<file path="src/rtl/iir_interp_pkg.sv">
package iir_interp_pkg;

   // Q1.15 coefficient format shared by all sections
   localparam int Q_FRAC = 15;
   localparam int COEF_W = 16;
   // expanded coefficient width: holds +1.0 and gain * pole^k products
   localparam int KW     = COEF_W + 2;

   typedef logic signed [COEF_W-1:0] coef_t;
   typedef logic signed [KW-1:0]     kcoef_t;

   // pole^n in Q1.15, built by repeated rounded products
   function automatic kcoef_t pole_power(input coef_t a, input int n);
      longint p;
      p = longint'(1) <<< Q_FRAC;
      for (int i = 0; i < n; i++) begin
         p = (p * longint'(a) + (longint'(1) <<< (Q_FRAC - 1))) >>> Q_FRAC;
      end
      return kcoef_t'(p);
   endfunction

   // gain * pole^k in Q1.15, one rounding after the power
   function automatic kcoef_t phase_coef(input coef_t a, input coef_t g, input int k);
      longint p;
      longint c;
      p = longint'(pole_power(a, k));
      c = (longint'(g) * p + (longint'(1) <<< (Q_FRAC - 1))) >>> Q_FRAC;
      return kcoef_t'(c);
   endfunction

endpackage

</file>
<file path="src/rtl/iir_interp_seq.sv">
module iir_interp_seq #(
   parameter int L    = 4,
   parameter int PH_W = 2
) (
   input  logic            clk,
   input  logic            rst_n,
   input  logic            in_valid,
   output logic            in_ready,
   output logic            accept,
   output logic            busy,
   output logic [PH_W-1:0] phase
);

   logic last;

   assign last     = busy && (phase == PH_W'(L - 1));
   assign in_ready = !busy || last;
   assign accept   = in_valid && in_ready;

   always_ff @(posedge clk or negedge rst_n) begin
      if (!rst_n) begin
         busy  <= 1'b0;
         phase <= '0;
      end else if (accept) begin
         busy  <= 1'b1;
         phase <= '0;
      end else if (last) begin
         busy  <= 1'b0;
         phase <= '0;
      end else if (busy) begin
         phase <= phase + 1'b1;
      end
   end

endmodule

</file>
<file path="src/rtl/iir_interp_section.sv">
module iir_interp_section
   import iir_interp_pkg::*;
#(
   parameter int    DATA_W  = 16,
   parameter int    FRAC_W  = 8,
   parameter int    STATE_W = 28,
   parameter int    L       = 4,
   parameter int    PH_W    = 2,
   parameter coef_t POLE    = '0,
   parameter coef_t GAIN    = '0,
   parameter int    PROD_W  = KW + STATE_W
) (
   input  logic                     clk,
   input  logic                     rst_n,
   input  logic                     load,
   input  logic signed [DATA_W-1:0] x,
   input  logic [PH_W-1:0]          phase,
   output logic signed [PROD_W-1:0] tap
);

   localparam kcoef_t FB    = pole_power(POLE, L);
   localparam int     FB_W  = KW + STATE_W;
   localparam int     RND_W = FB_W - Q_FRAC;
   localparam int     SUM_W = ((RND_W > STATE_W) ? RND_W : STATE_W) + 1;
   localparam logic signed [FB_W-1:0]  FB_HALF = FB_W'(1) <<< (Q_FRAC - 1);
   localparam logic signed [SUM_W-1:0] S_MAX   = SUM_W'({1'b0, {(STATE_W-1){1'b1}}});
   localparam logic signed [SUM_W-1:0] S_MIN   = ~S_MAX;

   kcoef_t                    ctab [L];
   kcoef_t                    coef_sel;
   logic signed [STATE_W-1:0] w_q;
   logic signed [STATE_W-1:0] w_nxt;
   logic signed [FB_W-1:0]    fb_full;
   logic signed [FB_W-1:0]    fb_biased;
   logic signed [RND_W-1:0]   fb_rnd;
   logic signed [SUM_W-1:0]   w_sum;

   // per-phase output coefficients, folded gain * pole^k
   for (genvar k = 0; k < L; k++) begin : g_phase
      localparam kcoef_t CK = phase_coef(POLE, GAIN, k);
      assign ctab[k] = CK;
   end

   // recursion in z^-L: one update per accepted input
   always_comb begin
      fb_full   = FB_W'(FB) * FB_W'(w_q);
      fb_biased = fb_full + FB_HALF;
      fb_rnd    = RND_W'(fb_biased >>> Q_FRAC);
      w_sum     = SUM_W'(fb_rnd) + (SUM_W'(x) <<< FRAC_W);
      if (w_sum > S_MAX) begin
         w_nxt = S_MAX[STATE_W-1:0];
      end else if (w_sum < S_MIN) begin
         w_nxt = S_MIN[STATE_W-1:0];
      end else begin
         w_nxt = w_sum[STATE_W-1:0];
      end
   end

   always_ff @(posedge clk or negedge rst_n) begin
      if (!rst_n) begin
         w_q <= '0;
      end else if (load) begin
         w_q <= w_nxt;
      end
   end

   // commutator leg: state scaled by this phase's coefficient
   always_comb begin
      coef_sel = (int'(phase) < L) ? ctab[phase] : '0;
      tap      = PROD_W'(coef_sel) * PROD_W'(w_q);
   end

endmodule

</file>
<file path="src/rtl/iir_interp_combine.sv">
module iir_interp_combine #(
   parameter int N_SEC  = 2,
   parameter int PROD_W = 46,
   parameter int DATA_W = 16,
   parameter int SHIFT  = 23
) (
   input  logic signed [PROD_W-1:0] taps [N_SEC],
   output logic signed [DATA_W-1:0] y
);

   localparam int ACC_W = PROD_W + $clog2(N_SEC) + 1;
   localparam logic signed [ACC_W-1:0] HALF  = ACC_W'(1) <<< (SHIFT - 1);
   localparam logic signed [ACC_W-1:0] Y_MAX = ACC_W'({1'b0, {(DATA_W-1){1'b1}}});
   localparam logic signed [ACC_W-1:0] Y_MIN = ~Y_MAX;

   logic signed [ACC_W-1:0] acc;
   logic signed [ACC_W-1:0] scaled;

   always_comb begin
      acc = HALF;
      for (int i = 0; i < N_SEC; i++) begin
         acc = acc + ACC_W'(taps[i]);
      end
      scaled = acc >>> SHIFT;
      if (scaled > Y_MAX) begin
         y = Y_MAX[DATA_W-1:0];
      end else if (scaled < Y_MIN) begin
         y = Y_MIN[DATA_W-1:0];
      end else begin
         y = scaled[DATA_W-1:0];
      end
   end

endmodule

</file>
<file path="src/rtl/iir_upsampler.sv">
module iir_upsampler
   import iir_interp_pkg::*;
#(
   parameter int    DATA_W = 16,
   parameter int    N_SEC  = 2,
   parameter int    L      = 4,
   parameter int    FRAC_W = 8,
   parameter int    HEAD_W = 4,
   parameter coef_t POLES [N_SEC] = '{16'sd24576, -16'sd16384},
   parameter coef_t GAINS [N_SEC] = '{16'sd32440, 16'sd16384},
   localparam int   PH_W   = (L > 1) ? $clog2(L) : 1
) (
   input  logic                     clk,
   input  logic                     rst_n,
   input  logic                     in_valid,
   output logic                     in_ready,
   input  logic signed [DATA_W-1:0] in_data,
   output logic                     out_valid,
   output logic signed [DATA_W-1:0] out_data,
   output logic [PH_W-1:0]          out_phase
);

   localparam int STATE_W = DATA_W + HEAD_W + FRAC_W;
   localparam int PROD_W  = KW + STATE_W;

   // elaboration-time parameter checks
   if (L < 2) begin : g_bad_l
      $error("iir_upsampler: L must be at least 2");
   end
   if (N_SEC < 1) begin : g_bad_nsec
      $error("iir_upsampler: N_SEC must be at least 1");
   end
   if (FRAC_W < 1 || HEAD_W < 1) begin : g_bad_fmt
      $error("iir_upsampler: FRAC_W and HEAD_W must be positive");
   end
   if (PROD_W + $clog2(N_SEC) + 1 > 63) begin : g_bad_width
      $error("iir_upsampler: accumulator exceeds 63 bits");
   end

   logic                     accept;
   logic                     busy;
   logic [PH_W-1:0]          phase;
   logic signed [PROD_W-1:0] taps [N_SEC];

   iir_interp_seq #(
      .L    (L),
      .PH_W (PH_W)
   ) u_seq (
      .clk      (clk),
      .rst_n    (rst_n),
      .in_valid (in_valid),
      .in_ready (in_ready),
      .accept   (accept),
      .busy     (busy),
      .phase    (phase)
   );

   for (genvar i = 0; i < N_SEC; i++) begin : g_sec
      if (POLES[i] == -16'sd32768) begin : g_bad_pole
         $error("iir_upsampler: pole of -1.0 is not stable");
      end
      iir_interp_section #(
         .DATA_W  (DATA_W),
         .FRAC_W  (FRAC_W),
         .STATE_W (STATE_W),
         .L       (L),
         .PH_W    (PH_W),
         .POLE    (POLES[i]),
         .GAIN    (GAINS[i]),
         .PROD_W  (PROD_W)
      ) u_sec (
         .clk   (clk),
         .rst_n (rst_n),
         .load  (accept),
         .x     (in_data),
         .phase (phase),
         .tap   (taps[i])
      );
   end

   iir_interp_combine #(
      .N_SEC  (N_SEC),
      .PROD_W (PROD_W),
      .DATA_W (DATA_W),
      .SHIFT  (Q_FRAC + FRAC_W)
   ) u_comb (
      .taps (taps),
      .y    (out_data)
   );

   assign out_valid = busy;
   assign out_phase = phase;

endmodule

</file>
<file path="config.mk">
export PLATFORM = sky130hd
export DESIGN_NAME = iir_upsampler
export DESIGN_NICKNAME = d
export VERILOG_FILES = /design/src/rtl/iir_interp_pkg.sv /design/src/rtl/iir_interp_seq.sv /design/src/rtl/iir_interp_section.sv /design/src/rtl/iir_interp_combine.sv /design/src/rtl/iir_upsampler.sv
export SDC_FILE = /design/constraint.sdc
export NUM_CORES = 2
export LEC_CHECK = 0
export ABC_AREA = 1
export BUFFER_PORTS_ARGS = -buffer_cell sky130_fd_sc_hd__clkbuf_2
export CAP_MARGIN = 20
export CORE_MARGIN = 1
export CORE_UTILIZATION = 36
export CTS_CLUSTER_DIAMETER = 200
export DETAILED_ROUTE_END_ITERATION = 16
export GPL_ROUTABILITY_DRIVEN = 0
export PLACE_DENSITY_LB_ADDON = 0.25
export SLEW_MARGIN = 20
export SYNTH_ARGS = -nofsm -noshare
export SYNTH_HDL_FRONTEND = slang
export SYNTH_HIERARCHICAL = 1
export SYNTH_SLANG_ARGS = --single-unit
</file>
<file path="constraint.sdc">
create_clock -name clk -period 22.5 [get_ports clk]
set_input_delay 3.375 -clock clk [delete_from_list [all_inputs] [get_ports clk]]
set_output_delay 3.375 -clock clk [all_outputs]
set_load 0.05 [all_outputs]
</file>
==> summary.txt <==
Status
  – Status: completed

STA
  – RSZ-0062 raised after global routing: no
  – Max-slew violations: 0
  – Final hold vios: 0
  – Achievable frequency: 70.5 MHz
  – Final min period: 14,190 ps
  – Endpoints failing setup: 0
  – Slew margin rel.: 34.0%
  – Final Cycle Share: 63.0%
  – Setup TNS: 0 ps
  – Measured slew at the worst slew-check pin: 989 ps
  – Skew final: 13.8 ps

CTS
  – Clk_lat worst skew: 330 ps
  – Root Driver: clkbuf_16
  – Total clock sinks: 58
  – CTS buffer count: 9
  – Post-CTS Setup Repair Bufs: 0
  – Htree depth: 3
  – CTS tree: yes
  – CTS Buffer Depth: 2
  – CTS clk-pin slew, worst paths: 60 ps
  – CTS resizes: 0
  – Cts hold-fix bufs: 0

Synthesis
  – Synth async-reset ratio: 100%
  – Seq/Total Area, Yosys: 4.00%
  – Mean area per synthesized cell: 6.80 um^2
  – Synth top area share: 28.7%
  – Seq cells post-synth: 58
  – Largest area contributor in the netlist: fa_1
  – Post-synth EDFFs: 0
  – Yosys cell types: 52
  – Synthesized area: 36,300 um^2
  – Top post-synthesis cells by area: fa_1, ha_1, inv_1, nand2_1, nor2_1
  – Synth Instances: 5,339
  – Top FF cell, synth: dfrtp_1
  – Total number of yosys warnings: 6

Critical path
  – Reg2reg setup slack: 14,690 ps
  – Critical path fanouts, max: 36
  – WS Path Type: flip-flop to primary output
  – Critical Path End: out_data[13]
  – Worst setup path startpoint: u_seq/phase[1]
  – Worst Path Arrival: 10,810 ps
  – Data required, critical path: 19,120 ps
  – Startpoint types: flip-flop
  – CP max-delay cell: dfrtp_4
  – Worst setup EP type: primary output
  – Worst Reg-to-Reg Cells: 28
  – Worst r2r src: g_sec[0].u_sec/w_q[7]
  – FF-to-FF End: g_sec[0].u_sec/w_q[12]
  – Max incr delay on CP: 750 ps

Detailed routing
  – Vias after detailed routing: 31,900
  – Routed vias/inst: 4.80
  – DR pass1 iterations: 5
  – Avg WL per Cell: 16.1 um
  – Wirelength, routed: 107,000 um
  – Drt initial violations: 2,272
  – Drt drc: 0
  – Antenna-violating nets left: 0

Floorplan
  – Row count: 116
  – Io pins: 39
  – Initial core utilization: 36.3%
  – Chip height: 320 um
  – DIE WIDTH: 320 um
  – Die area: 102,000 um^2
  – Core Box Area: 100,000 um^2

Global routing
  – Grt ovf: 0
  – Tot GR Track Use: 21.0%
  – Pin count of the biggest net entering global routing: 63
  – Vias in the first global route: 31,100
  – Initial antenna violation count: 3
  – First-pass GRT wire length: 170,000 um

Final layout
  – Most common cell after layout, fill and taps aside: inv_1
  – Layout cell share with drive strength beyond 1: 3.42%
  – Most frequent cells in the layout: inv_1, nand2_1, fa_1
  – Nets: 6,382
  – Area Growth Syn to Fin: 5.63%
  – Fill count: 10,800

Flow run
  – Max Cap Viol: 0

Placement
  – Detailed placement HPWL: 94,300 um
  – Port Buffers: 38

Min path
  – Worst hold path class: flip-flop to flip-flop
==> per-layer routing <==
| layer | up-vias | routed length (um) | part of all wire [%] | global-route usage (%) |
|---|---|---|---|---|
| li1 | 15900 | - | - | - |
| met1 | 15100 | 51000 | 48 | 30.5 |
| met5 | - | 0 | 0 | 0 |
| met2 | 779 | 47600 | 45 | 33.2 |
| met4 | 0 | 2120 | 2.0 | 4.20 |
| met3 | 102 | 6240 | 5.8 | 2.40 |
==> worst min-delay path by stage <==
stage / endpoint / cells past startpoint / from
3_5_place_dp: g_sec[1].u_sec/w_q[17] / 2 / g_sec[1].u_sec/w_q[17]
6_report: g_sec[1].u_sec/w_q[17] / 2 / g_sec[1].u_sec/w_q[17]
5_1_grt: g_sec[1].u_sec/w_q[16] / 2 / g_sec[1].u_sec/w_q[16]
2_1_floorplan: g_sec[1].u_sec/w_q[23] / 2 / g_sec[1].u_sec/w_q[23]
4_1_cts: g_sec[1].u_sec/w_q[17] / 2 / g_sec[1].u_sec/w_q[17]
3_3_place_gp: g_sec[1].u_sec/w_q[17] / 2 / g_sec[1].u_sec/w_q[17]
==> cells in the mapped netlist (7+ instances only) <==
| library cell | instances |
|---|---|
| buf_4 | 15 |
| nand4_1 | 62 |
| xor2_1 | 90 |
| o22ai_1 | 7 |
| a21boi_0 | 7 |
| o21bai_1 | 21 |
| buf_2 | 13 |
| o21a_1 | 7 |
| nand3_1 | 202 |
| clkbuf_1 | 47 |
| ha_1 | 493 |
| inv_1 | 1411 |
| fa_1 | 520 |
| nor2_2 | 33 |
| inv_2 | 10 |
| nand3b_1 | 14 |
| and2_1 | 8 |
| xnor2_1 | 35 |
| o21ai_0 | 117 |
| nand2_1 | 1337 |
| nor2_1 | 505 |
| nand2_2 | 20 |
| nor3_1 | 36 |
| dfrtp_1 | 58 |
| a21oi_1 | 195 |
| a21o_1 | 15 |
==> layout make-up <==
cell class | count | area, um^2 | share of cell area, %
diodes | 1 | 2.50 | 0.00653
clock buffers | 11 | 253 | 0.659
clock inverters | 5 | 61.3 | 0.160
inverters | 1423 | 5340 | 13.9
multi-input cells | 3788 | 29200 | 76.1
flip-flops and latches | 58 | 1460 | 3.80
well taps | 1298 | 1620 | 4.24
repair buffers | 70 | 430 | 1.12
==> cell families after synthesis <==
| kind of cell | after synthesis | share of synthesized area [%] |
|---|---|---|
| XOR/XNOR | 129 | 3.20 |
| AO/OA/AOI/OAI | 386 | 5.80 |
| adder cells (fa/ha/maj) | 1013 | 45.7 |
| buffers and inverters | 1503 | 15.8 |
| flip-flops | 58 | 4.00 |
| other | 2 | 0.0207 |
| AND/OR/NAND/NOR | 2248 | 25.5 |
==> metrics by stage <==
step | area [um^2] | hold slack [ps] | util (%) | worst slack (ps) | cells
final | 38300 | 645 | 38.3 | 8310 | 6654
after global routing | 38300 | 689 | 38.3 | 7730 | 6653
after CTS | 38300 | 637 | 38.3 | 8400 | 6653
after detailed placement | 38000 | 622 | 38.0 | 8800 | 6637
after global placement | 38000 | 614 | 38.0 | 8770 | 6637
after floorplan | 36300 | 532 | - | 9740 | 5349
==> state kept, by name, indices dropped and copies added, names as in the netlist <==
name,cells
g_sec.u_sec/w_q,55
u_seq/phase,2
u_seq/busy,1
==> worst max-delay path, delay by kind of cell, from the launching register on <==
family | cells | cell delay (ps)
buffers and inverters | 7 | 990
AOI/OAI and AO/OA | 6 | 1770
DFF | 1 | 750
xor gates and xnor gates | 1 | 340
adders and majority gates | 10 | 4380
and+or+nand+nor | 15 | 2170
Power is left out: the tool's default activity adds up to more than one toggle a clock period on the data nets, which glitch-free logic cannot reach.
